==> config.mk <==
export PLATFORM = sky130hd
export DESIGN_NAME = dbg_event_ctrl
export DESIGN_NICKNAME = d
export VERILOG_FILES = /design/src/rtl/dbg_event_pkg.sv /design/src/rtl/dbg_event_decode.sv /design/src/rtl/dbg_status_reg.sv /design/src/rtl/dbg_irq_gen.sv /design/src/rtl/dbg_event_ctrl.sv
export SDC_FILE = /design/constraint.sdc
export NUM_CORES = 1
export LEC_CHECK = 0
export BUFFER_PORTS_ARGS = -buffer_cell sky130_fd_sc_hd__buf_2
export CORE_AREA = 5 5 82 84
export DETAILED_ROUTE_END_ITERATION = 10
export DIE_AREA = 0 0 87 89
export PLACE_DENSITY = 0.8
export SYNTH_ARGS = -nofsm -noshare
export SYNTH_HDL_FRONTEND = slang
export SYNTH_SLANG_ARGS = --single-unit
==> constraint.sdc <==
create_clock -name clk -period 5.5 [get_ports clk]
set_input_delay 0.55 -clock clk [delete_from_list [all_inputs] [get_ports clk]]
set_output_delay 0.55 -clock clk [all_outputs]
set_load 0.005 [all_outputs]
==> src/rtl/dbg_event_pkg.sv <==
// Shared types and constants for the debug event controller.
// Assumes a status layout of interleaved read/write bits per comparator
// followed by a single trap bit.
package dbg_event_pkg;

    // Source of a debug interrupt request in a given cycle.
    typedef enum logic [1:0] {
        IRQ_NONE    = 2'd0,
        IRQ_IMM     = 2'd1,
        IRQ_DELAYED = 2'd2
    } dbg_irq_kind_e;

    // Status bit index of a comparator event (write selects the odd bit).
    function automatic int unsigned cmp_bit(input int unsigned cmp, input bit wr);
        return 2 * cmp + (wr ? 1 : 0);
    endfunction

endpackage

==> src/rtl/dbg_event_decode.sv <==
// Event decoder: folds the per-comparator compare pulses and the gated
// trap pulse into one status-set vector and two summary flags.
// Assumes the inputs are single-cycle pulses, already qualified by the pipeline.
module dbg_event_decode
    import dbg_event_pkg::*;
#(
    parameter int NUM_CMP = 2,
    localparam int NSTAT  = 2 * NUM_CMP + 1
) (
    input  logic [NUM_CMP-1:0] cmp_rd_hit,
    input  logic [NUM_CMP-1:0] cmp_wr_hit,
    input  logic               trap_hit,
    input  logic               trap_en,
    output logic [NSTAT-1:0]   evt_vec,
    output logic               cmp_any,
    output logic               trap_evt
);

    genvar k;
    generate
        for (k = 0; k < NUM_CMP; k++) begin : g_cmp
            // Place the read and write pulses of comparator k in their bits.
            always_comb begin
                evt_vec[cmp_bit(k, 1'b0)] = cmp_rd_hit[k];
                evt_vec[cmp_bit(k, 1'b1)] = cmp_wr_hit[k];
            end
        end
    endgenerate

    // Trap event is recognised only when detection is enabled.
    always_comb begin
        trap_evt           = trap_hit && trap_en;
        evt_vec[NSTAT-1]   = trap_evt;
        cmp_any            = |{cmp_rd_hit, cmp_wr_hit};
    end

endmodule

==> src/rtl/dbg_status_reg.sv <==
// Sticky status register with write-one-to-clear bits and an imprecise flag.
// A set arriving in the same cycle as a clear wins. pend reports whether
// any bit survives this cycle's clear strobes (it ignores new sets).
module dbg_status_reg #(
    parameter int NSTAT = 5
) (
    input  logic             clk,
    input  logic             rst_n,
    input  logic [NSTAT-1:0] set_vec,
    input  logic [NSTAT-1:0] clr_vec,
    input  logic             set_imp,
    input  logic             clr_imp,
    output logic [NSTAT-1:0] stat_q,
    output logic             imp_q,
    output logic             pend
);

    genvar i;
    generate
        for (i = 0; i < NSTAT; i++) begin : g_bit
            // One sticky bit: set has priority over clear.
            always_ff @(posedge clk) begin
                if (!rst_n)
                    stat_q[i] <= 1'b0;
                else if (set_vec[i])
                    stat_q[i] <= 1'b1;
                else if (clr_vec[i])
                    stat_q[i] <= 1'b0;
            end


            sticky_hold_chk: assert property (@(posedge clk) disable iff (!rst_n)
                stat_q[i] && !clr_vec[i] |=> stat_q[i]);

            set_wins_chk: assert property (@(posedge clk) disable iff (!rst_n)
                set_vec[i] |=> stat_q[i]);

            clear_acts_chk: assert property (@(posedge clk) disable iff (!rst_n)
                clr_vec[i] && !set_vec[i] |=> !stat_q[i]);
        end
    endgenerate

    // Imprecise flag with the same set-over-clear rule.
    always_ff @(posedge clk) begin
        if (!rst_n)
            imp_q <= 1'b0;
        else if (set_imp)
            imp_q <= 1'b1;
        else if (clr_imp)
            imp_q <= 1'b0;
    end

    // Pending status after this cycle's software clears.
    always_comb pend = |(stat_q & ~clr_vec);

endmodule

==> src/rtl/dbg_irq_gen.sv <==
// Request generator: decides between immediate and delayed debug
// interrupts, raises the suppress and trap-type program requests, and
// holds the saved return address. All outputs are registered pulses.
// Assumes dbg_en is a level taken from the machine state each cycle.
module dbg_irq_gen
    import dbg_event_pkg::*;
#(
    parameter int ADDR_W = 32
) (
    input  logic              clk,
    input  logic              rst_n,
    input  logic              dbg_en,
    input  logic              hp_exc,
    input  logic              cmp_any,
    input  logic              trap_evt,
    input  logic              pend,
    input  logic [ADDR_W-1:0] cur_pc,
    input  logic [ADDR_W-1:0] next_pc,
    output logic              dbg_irq,
    output logic              suppress,
    output logic              trap_prog_irq,
    output logic [ADDR_W-1:0] save_pc
);

    logic          en_q;
    logic          en_rise;
    dbg_irq_kind_e kind;

    // Classify this cycle's request; immediate outranks delayed.
    always_comb begin
        en_rise = dbg_en && !en_q;
        kind    = IRQ_NONE;
        if (!hp_exc) begin
            if ((cmp_any || trap_evt) && dbg_en)
                kind = IRQ_IMM;
            else if (en_rise && pend)
                kind = IRQ_DELAYED;
        end
    end

    // Register the request pulses and the enable history.
    always_ff @(posedge clk) begin
        if (!rst_n) begin
            en_q          <= 1'b0;
            dbg_irq       <= 1'b0;
            suppress      <= 1'b0;
            trap_prog_irq <= 1'b0;
        end else begin
            en_q          <= dbg_en;
            dbg_irq       <= (kind != IRQ_NONE);
            suppress      <= (kind == IRQ_IMM) && cmp_any;
            trap_prog_irq <= trap_evt && !dbg_en;
        end
    end

    // Capture the return address matching the request kind.
    always_ff @(posedge clk) begin
        if (!rst_n)
            save_pc <= '0;
        else if (kind == IRQ_IMM)
            save_pc <= cur_pc;
        else if (kind == IRQ_DELAYED)
            save_pc <= next_pc;
    end


    imm_pc_chk: assert property (@(posedge clk) disable iff (!rst_n)
        (cmp_any || trap_evt) && dbg_en && !hp_exc |=> dbg_irq && (save_pc == $past(cur_pc)));

    hp_block_chk: assert property (@(posedge clk) disable iff (!rst_n)
        hp_exc |=> !dbg_irq && !suppress && $stable(save_pc));

    no_repeat_chk: assert property (@(posedge clk) disable iff (!rst_n)
        en_q && dbg_en && !cmp_any && !trap_evt |=> !dbg_irq);

    prog_irq_chk: assert property (@(posedge clk) disable iff (!rst_n)
        trap_evt && !dbg_en |=> trap_prog_irq && !dbg_irq);

    suppress_with_irq_chk: assert property (@(posedge clk) disable iff (!rst_n)
        suppress |-> dbg_irq);

endmodule

==> src/rtl/dbg_event_ctrl.sv <==
// Top of the debug event controller: decodes events, keeps sticky status
// and the imprecise flag, and issues immediate or delayed debug interrupts.
// Assumes all inputs are synchronous to clk and event inputs are pulses.
module dbg_event_ctrl #(
    parameter int NUM_CMP = 2,
    parameter int ADDR_W  = 32,
    localparam int NSTAT  = 2 * NUM_CMP + 1
) (
    input  logic               clk,
    input  logic               rst_n,
    input  logic [NUM_CMP-1:0] cmp_rd_hit,
    input  logic [NUM_CMP-1:0] cmp_wr_hit,
    input  logic               trap_hit,
    input  logic               trap_en,
    input  logic               dbg_en,
    input  logic               hp_exc,
    input  logic [ADDR_W-1:0]  cur_pc,
    input  logic [ADDR_W-1:0]  next_pc,
    input  logic [NSTAT-1:0]   clr_stat,
    input  logic               clr_imp,
    output logic [NSTAT-1:0]   stat,
    output logic               imprecise,
    output logic               dbg_irq,
    output logic               suppress,
    output logic               trap_prog_irq,
    output logic [ADDR_W-1:0]  save_pc
);

    logic [NSTAT-1:0] evt_vec;
    logic             cmp_any;
    logic             trap_evt;
    logic             pend;
    logic             set_imp;

    dbg_event_decode #(.NUM_CMP(NUM_CMP)) u_decode (
        .cmp_rd_hit (cmp_rd_hit),
        .cmp_wr_hit (cmp_wr_hit),
        .trap_hit   (trap_hit),
        .trap_en    (trap_en),
        .evt_vec    (evt_vec),
        .cmp_any    (cmp_any),
        .trap_evt   (trap_evt)
    );

    // An event seen while debug interrupts are off is imprecise.
    always_comb set_imp = (cmp_any || trap_evt) && !dbg_en;

    dbg_status_reg #(.NSTAT(NSTAT)) u_status (
        .clk     (clk),
        .rst_n   (rst_n),
        .set_vec (evt_vec),
        .clr_vec (clr_stat),
        .set_imp (set_imp),
        .clr_imp (clr_imp),
        .stat_q  (stat),
        .imp_q   (imprecise),
        .pend    (pend)
    );

    dbg_irq_gen #(.ADDR_W(ADDR_W)) u_irq (
        .clk           (clk),
        .rst_n         (rst_n),
        .dbg_en        (dbg_en),
        .hp_exc        (hp_exc),
        .cmp_any       (cmp_any),
        .trap_evt      (trap_evt),
        .pend          (pend),
        .cur_pc        (cur_pc),
        .next_pc       (next_pc),
        .dbg_irq       (dbg_irq),
        .suppress      (suppress),
        .trap_prog_irq (trap_prog_irq),
        .save_pc       (save_pc)
    );


    imp_set_chk: assert property (@(posedge clk) disable iff (!rst_n)
        (|{cmp_rd_hit, cmp_wr_hit} || (trap_hit && trap_en)) && !dbg_en |=> imprecise && !suppress);

    no_irq_disabled_chk: assert property (@(posedge clk) disable iff (!rst_n)
        !dbg_en |=> !dbg_irq);

endmodule

== Yosys cells after proc, flatten, opt, wreduce, memory -nomap -nowiden ==
Cells that the tools add are included.
Storage, ports and cells
  logic and storage cells: 52
  bits in registers: 42
  bits of input ports: 80
Operators by class
  eq/ne operators: 2
  mux-type cells: 17
  bitwise logic cells: 2
  reductions and logical operators: 20
Operators with widths (count)
  two-way mux 32 bit: 2
  nonzero test 2 bit: 8
  two-way mux 1 bit: 12
  logical AND 1 bit: 7
  two-way mux 2 bit: 3
  AND 5 bit: 1
  NOT 5 bit: 1
  OR reduction 5 bit: 1
  OR reduction 4 bit: 1
  equality test 2 x 1 -> 1 bit (second input constant): 1
  equality test 2 bit (second input constant): 1
  logical NOT 1 bit: 2
  logical OR 1 bit: 1

== Longest topological paths before layout ==
Gate-level depths: netlist of run 1.
  depth in word-level cells: 10
  depth in mapped cells: 10
  depth with buffers taken out: 6

== Modules after synthesis ==
Synthesis of run 1 repeated with hierarchy kept, for this count alone.
Unflattened totals
  cell total of the unflattened synthesis: 228
  area total of the unflattened synthesis: 1896.8 sq um
By module, submodules not included
  dbg_irq_gen: times used 1, cells each 199, area each 1602.8 sq um
  dbg_status_reg: times used 1, cells each 21, area each 232.7 sq um
  dbg_event_decode: times used 1, cells each 7, area each 51.3 sq um
  dbg_event_ctrl: times used 1, cells each 1, area each 10.0 sq um

== Worst setup path before layout of run 1 ==
OpenSTA, ideal clock, no wires.
  path kind: input to register
  from: input port cmp_wr_hit[1]
  to: register u_irq.save_pc[3]
  slack: 2.817 ns
  stages: 10
  path buffers: 4
  data required time: 5.426 ns
  data arrival time: 2.609 ns
  library setup time: 0.074 ns
  cell sequence: or4_1 -> buf_2 -> buf_6 -> nor4_2 -> o21ai_1 -> ha_1 -> buf_1 -> clkbuf_1 -> o21ai_0 -> a31oi_1
Between the ends
  cells in the longest elaborated chain, start to end: 7
RTL lines
  start: declaration: line dbg_event_ctrl.sv:12  | input logic [NUM_CMP-1:0] cmp_wr_hit,
  OR reduction 4 bit *: line dbg_event_decode.sv:34  | cmp_any = |{cmp_rd_hit, cmp_wr_hit};
  logical OR 1 bit *: line dbg_irq_gen.sv:34  | if ((cmp_any || trap_evt) && dbg_en)
  logical AND 1 bit *: line dbg_irq_gen.sv:34
  two-way mux 2 bit *: line dbg_irq_gen.sv:34
  two-way mux 2 bit *: line dbg_irq_gen.sv:33  | if (!hp_exc) begin
  equality test 2 x 1 -> 1 bit or equality test 2 bit (tied branches): line dbg_irq_gen.sv:60, dbg_irq_gen.sv:62
  two-way mux 32 bit or nonzero test 2 bit (tied branches)
  end signal: assignment: line dbg_irq_gen.sv:61  | save_pc <= cur_pc;
  end signal: assignment: line dbg_irq_gen.sv:63  | save_pc <= next_pc;
  end: declaration: line dbg_irq_gen.sv:22  | output logic [ADDR_W-1:0] save_pc
Every way passes the cells marked *; elsewhere a longest branch is shown, timed or not.
A chain may end at the register's enable or synchronous reset.

== Final worst setup path of run 1 ==
  from: input port cmp_wr_hit[1]
  to: register u_irq.save_pc[24]
The elaborated chain is that of the path after synthesis.

==> reports/results.ini, run 1 <==
[worst_setup_path]
cp-start-kind = input pin
cp_cell_sequence = buf_2 -> or4_1 -> nor4_2 -> o21ai_1 -> ha_2 -> o21ai_0 -> a31oi_1
cp_top_family = simple AND/OR/NAND/NOR gates
cp_data_required_time_ns = 5.71
cp_slowest_stage_delay_ns = 1.06
path_class = in2reg
path_max_fanout = 64
endpoint_kind = register
cp_num_buf_inv = 1
arrival_ns = 3.58
slowest_stage = or4_1

[synthesis]
synth_edf_count = 0
yosysSeqAreaShare_pct = 36.7
synth_flop_cell = dfxtp_1
synth_cell_types = 24
yosysWarnings = 0
synthAdderAreaFrac_pct = 0.546
synth-async-reset-ratio_pct = 0
synth_top_family_by_area = compound AO/OA/AOI/OAI gates
yosys.area_share.xor_xnor_pct = 0
syn_nets = 350
avgSynthCellArea_um2 = 8.53
synthMuxAreaShare_pct = 0
yosys.area_share.simple_pct = 5.46
synth_compound_area_share_pct = 49.8
synthCells = 269
ys_ff_latch = 42
syn_area_mm2 = 0.00229

[hold_path]
holdCritPathClass = reg2reg

[cells_and_area]
antenna_cells = 0
regArea_um2 = 841
drive_gt1_share_pct = 37.3
nets = 445
fillers = 558
layout_commonest_cell = buf_2
multi_input_area_mm2 = 0.00129
final_core_util_pct = 50.7
syn_to_final_growth_pct = 29.2
final_cell_mix = buf_2 (120), dfxtp_1 (42), a21boi_0 (36)

[pwr]
peakVddDrop_v = 0.000107
power.leakage_uw = 0.00126
pwr_density_cell_mw_per_mm2 = 231

[global_routing]
grt_pass1_vias = 2561
antenna_found_initial = 0
grt_pass1_wl_mm = 11.6
overflow = 0
grt_max_degree = 65
grtUsageTotal_pct = 18.1

[sta]
min_period_ns = 3.37
fin_ws_ns = 2.13
maxSlewViolCount = 0
max_freq_mhz = 297
worst_pin_slew_ns = 1.24
relSlewSlack_pct = 17.5
whs_ns = 0.508
tns_ns = 0
skew_ns = 0.00812
finalCritPeriodShare_pct = 61.3
rsz0062_at_grt = no
setup_violations = 0
hold_viol = 0

[clocking]
cts_resized = 0
clk_latency_ns = 0.29
htreeDepth = 2
cts.clk_slew.worst_paths_ns = 0.08
cts_setup_buffers = 0
clockBufferDepth = 2
cts_sinks = 42
holdBufCountCts = 0
cts_buffers = 5
clockRootBuffer = clkbuf_8
cts_tree = yes

[flow_run]
maxCapViolCount = 0

[routing]
drc = 0
ant_nets = 0
routedWlPerCell_um = 16.3
wirelength_mm = 7.18
drtIter0Drc = 170
firstDrtPassIters = 5
num_vias = 2506
vias_per_cell = 5.70

[floorplan]
chipWidth_um = 87
design.die.area_mm2 = 0.00774
dieHeight_um = 89
start_util_pct = 39.2
fp-row-count = 28
io_pins = 121
core-area_mm2 = 0.00585

[placement]
place_hpwl_mm = 4.78
io_buffers = 120
finalWeightedCongestion = 0.802
place_ws_ns = 1.84

[status]
outcome = complete, no violations

[where the power goes]
part	total, uW	internal (uW)	switching (uW)	leakage [uW]
Combinational	145	67.7	77.1	0.000861
Sequential	335	325	9.60	0.000347
Clock	204	101	103	0.0000472
[synthesized netlist by cell type, drive strengths merged (2+ instances only)]
master,count,area [um2]
clkbuf,28,105
nor2b,4,25.0
o21ai,34,170
and2,2,12.5
a31oi,32,200
a21boi,36,270
a22oi,32,240
buf,8,57.6
o211ai,32,240
nand2b,5,31.3
inv,3,11.3
o21a,2,15.0
nor4,2,25.0
dfxtp,42,841
[flip-flops by register name, indices dropped and copies added, names as in the netlist]
name / count
u_irq.trap_prog_irq: 1
u_status.imp_q: 1
u_irq.save_pc: 32
u_irq.dbg_irq: 1
u_irq.en_q: 1
u_irq.suppress: 1
u_status.stat_q: 5
[final timing paths]
check | cells after the start | slack (ns) | startpoint | to
setup reg to reg | 5 | 3.41 | u_irq.en_q | u_irq.save_pc[24]
setup / recovery | 7 | 2.13 | cmp_wr_hit[1] | u_irq.save_pc[24]
hold reg to reg | 2 | 0.51 | u_status.stat_q[1] | u_status.stat_q[1]
hold / removal | 2 | 0.51 | u_status.stat_q[1] | u_status.stat_q[1]
[kinds of logic after synthesis]
logic type / count (synthesis)
adders and majority gates: 1
buffers and inverters: 39
DFF: 42
AOI/OAI and AO/OA: 169
and+or+nand+nor: 18
[per-stage QoR]
stage / instance area (um2) / cells / power (uW)
floorplan: 2290 / 269 / 419
global placement: 2870 / 432 / 482
detailed placement: 2870 / 432 / 486
CTS: 2960 / 440 / 692
global route: 2960 / 440 / 723
finish: 2960 / 440 / 683
[area by class of cell]
class	count	share of cell area, %
Timing Repair Buffer	124	21.3
Tap cell	75	3.17
Clock inverter	2	0.422
Inverter	3	0.380
Multi-Input combinational cell	188	43.6
Sequential cell	42	28.4
Clock buffer	6	2.79
[worst reg2reg max path, cell delays in order (launching register included)]
cell and delay, ns:
dfxtp_1 0.32, nor4_2 0.24, o21ai_1 0.11, ha_2 0.94, o21ai_0 0.24, a31oi_1 0.17
[layer usage]
metal	up-vias	wire length [um]	global-route usage, %
met3	10	542	3.41
li1	1242	-	-
met4	0	85	8.07
met2	104	3500	31.1
met5	-	0	0
met1	1150	3050	22.0
Note: power is estimated with default switching activity, not from simulation.
==> run 2, diff against run 1 <==
--- a/config.mk
+++ b/config.mk
@@ -9,7 +9,7 @@
 export CORE_AREA = 5 5 82 84
 export DETAILED_ROUTE_END_ITERATION = 10
 export DIE_AREA = 0 0 87 89
-export PLACE_DENSITY = 0.8
+export PLACE_DENSITY = 0.83
 export SYNTH_ARGS = -nofsm -noshare
 export SYNTH_HDL_FRONTEND = slang
 export SYNTH_SLANG_ARGS = --single-unit
==> constraint.sdc (replaced) <==
create_clock -name clk -period 2.94 [get_ports clk]
set_input_delay 0.294 -clock clk [delete_from_list [all_inputs] [get_ports clk]]
set_output_delay 0.294 -clock clk [all_outputs]
set_load 0.005 [all_outputs]
==> reports/results.ini, run 2 (synthesized netlist as in run 1, its figures left out) <==
[pwr]
pwr_density_cell_mw_per_mm2 = 450
peakVddDrop_v = 0.000181
power.leakage_uw = 0.00130

[cells_and_area]
final_cell_mix = buf_2 (120), dfxtp_1 (42), a21boi_0 (36)
antenna_cells = 0
fillers = 579
top_register = u_irq.save_pc
stdcell_count = 448
reg_top3 = u_irq.save_pc x32, u_status.stat_q x5
layout_commonest_cell = buf_2
syn_to_final_growth_pct = 32.7
nets = 453
largest_reg_flops = 32
drive_gt1_share_pct = 38.6

[placement]
finalWeightedCongestion = 0.761
place_hpwl_mm = 5.04
dp_cells = 440
io_buffers = 120

[worst_setup_path]
cp-start-kind = input pin
path_max_fanout = 34
cp_data_required_time_ns = 3.16
cp_top_family = simple AND/OR/NAND/NOR gates
reg2reg_setup_slack_ns = 1.22
slowest_stage = or4_1
cp_slowest_stage_delay_ns = 0.60
path_class = in2reg
cp_num_buf_inv = 2
arrival_ns = 2.33
cp_cell_sequence = buf_2 -> or4_1 -> nor4_2 -> o21ai_1 -> ha_2 -> buf_4 -> o21ai_0 -> a31oi_1
endpoint_kind = register

[global_routing]
antenna_found_initial = 0
grtUsageTotal_pct = 18.4
grt_max_degree = 43
grt_pass1_wl_mm = 11.5
grt_pass1_vias = 2443
overflow = 0

[clocking]
cts.clk_slew.worst_paths_ns = 0.09
cts_resized = 0
cts_buffers = 5
htreeDepth = 2
holdBufCountCts = 0
clockRootBuffer = clkbuf_8
cts_setup_buffers = 0
clockBufferDepth = 2
cts_tree = yes
clk_latency_ns = 0.30
cts_sinks = 42

[routing]
routedWlPerCell_um = 16.0
wl_met2_mm = 3.37
drtIter0Drc = 145
highest_layer = met4
num_vias = 2577
met1_length_mm = 3.03
ant_nets = 0
wirelength_mm = 7.16
route.met3.wl_um = 703
vias_per_cell = 5.75
drc = 0
firstDrtPassIters = 4

[sta]
rsz0062_at_grt = no
relSlewSlack_pct = 58.2
finalCritPeriodShare_pct = 71.6
max_freq_mhz = 475
tns_ns = 0
skew_ns = 0.00929
worst_pin_slew_ns = 0.627
hold_viol = 0
maxSlewViolCount = 0
min_period_ns = 2.11
setup_violations = 0

[flow_run]
maxCapViolCount = 0

[floorplan]
start_util_pct = 39.2
dieHeight_um = 89
fp-row-count = 28
io_pins = 121
core-area_mm2 = 0.00585
chipWidth_um = 87
design.die.area_mm2 = 0.00774

[status]
outcome = complete, no violations

[hold_path]
holdCritPathClass = in2reg

==> run 2: cell types whose count changed in the layout (fill, tap and decap cells not counted), sizes merged <==
cell,previous run,this run
bufinv,0,1
clkinv,1,0
clkbuf,6,5
clkinvlp,1,2
buf,124,132
==> run 2: final cells by class <==
class | count | area [um2] | area share [%]
well taps | 75 | 93.8 | 3.08
clock buffers | 5 | 68.8 | 2.26
multi-input cells | 188 | 1290 | 42.5
flip-flops and latches | 42 | 841 | 27.6
inverters | 3 | 11.3 | 0.370
repair buffers | 132 | 691 | 22.7
clock inverters | 3 | 45.0 | 1.48
==> run 2: path summary, 6_finish.rpt <==
path              cells after the start          startpoint             endpoint
setup reg to reg                      6          u_irq.en_q    u_irq.save_pc[18]
hold reg to reg                       2  u_status.stat_q[1]   u_status.stat_q[1]
setup / recovery                      8       cmp_wr_hit[1]    u_irq.save_pc[18]
hold / removal                        2              dbg_en  u_irq.trap_prog_irq
==> run 2: metrics by stage <==
stage / power (uW) / hold slack, ns / setup slack (ns) / utilization, % / instance area (um2)
2_1_floorplan: 783 / 0.370 / 0.513 / - / 2290
3_3_place_gp: 908 / 0.503 / 0.645 / 50.1 / 2930
3_5_place_dp: 916 / 0.510 / 0.533 / 50.1 / 2930
4_1_cts: 1380 / 0.194 / 0.842 / 52.0 / 3040
5_1_grt: 1440 / 0.205 / 0.660 / 52.0 / 3040
6_report: 1370 / 0.207 / 0.834 / 52.0 / 3040
==> run 2: worst reg2reg max path, cell delays in order, from the launching register on <==
cell,delay [ns]
dfxtp_1,0.32
nor4_2,0.24
o21ai_1,0.11
ha_2,0.34
buf_4,0.28
o21ai_0,0.16
a31oi_1,0.18
==> run 2: layer usage <==
metal	GRT usage, %	up-vias
li1	-	1259
met3	4.79	7
met2	32.2	113
met5	0	-
met4	4.53	0
met1	22.5	1198
==> run 2: power by group <==
part           internal [uW]  leakage [uW]  switching (uW)
registers                608      0.000347            17.2
clock network            253     0.0000504             213
logic                    132      0.000900             145
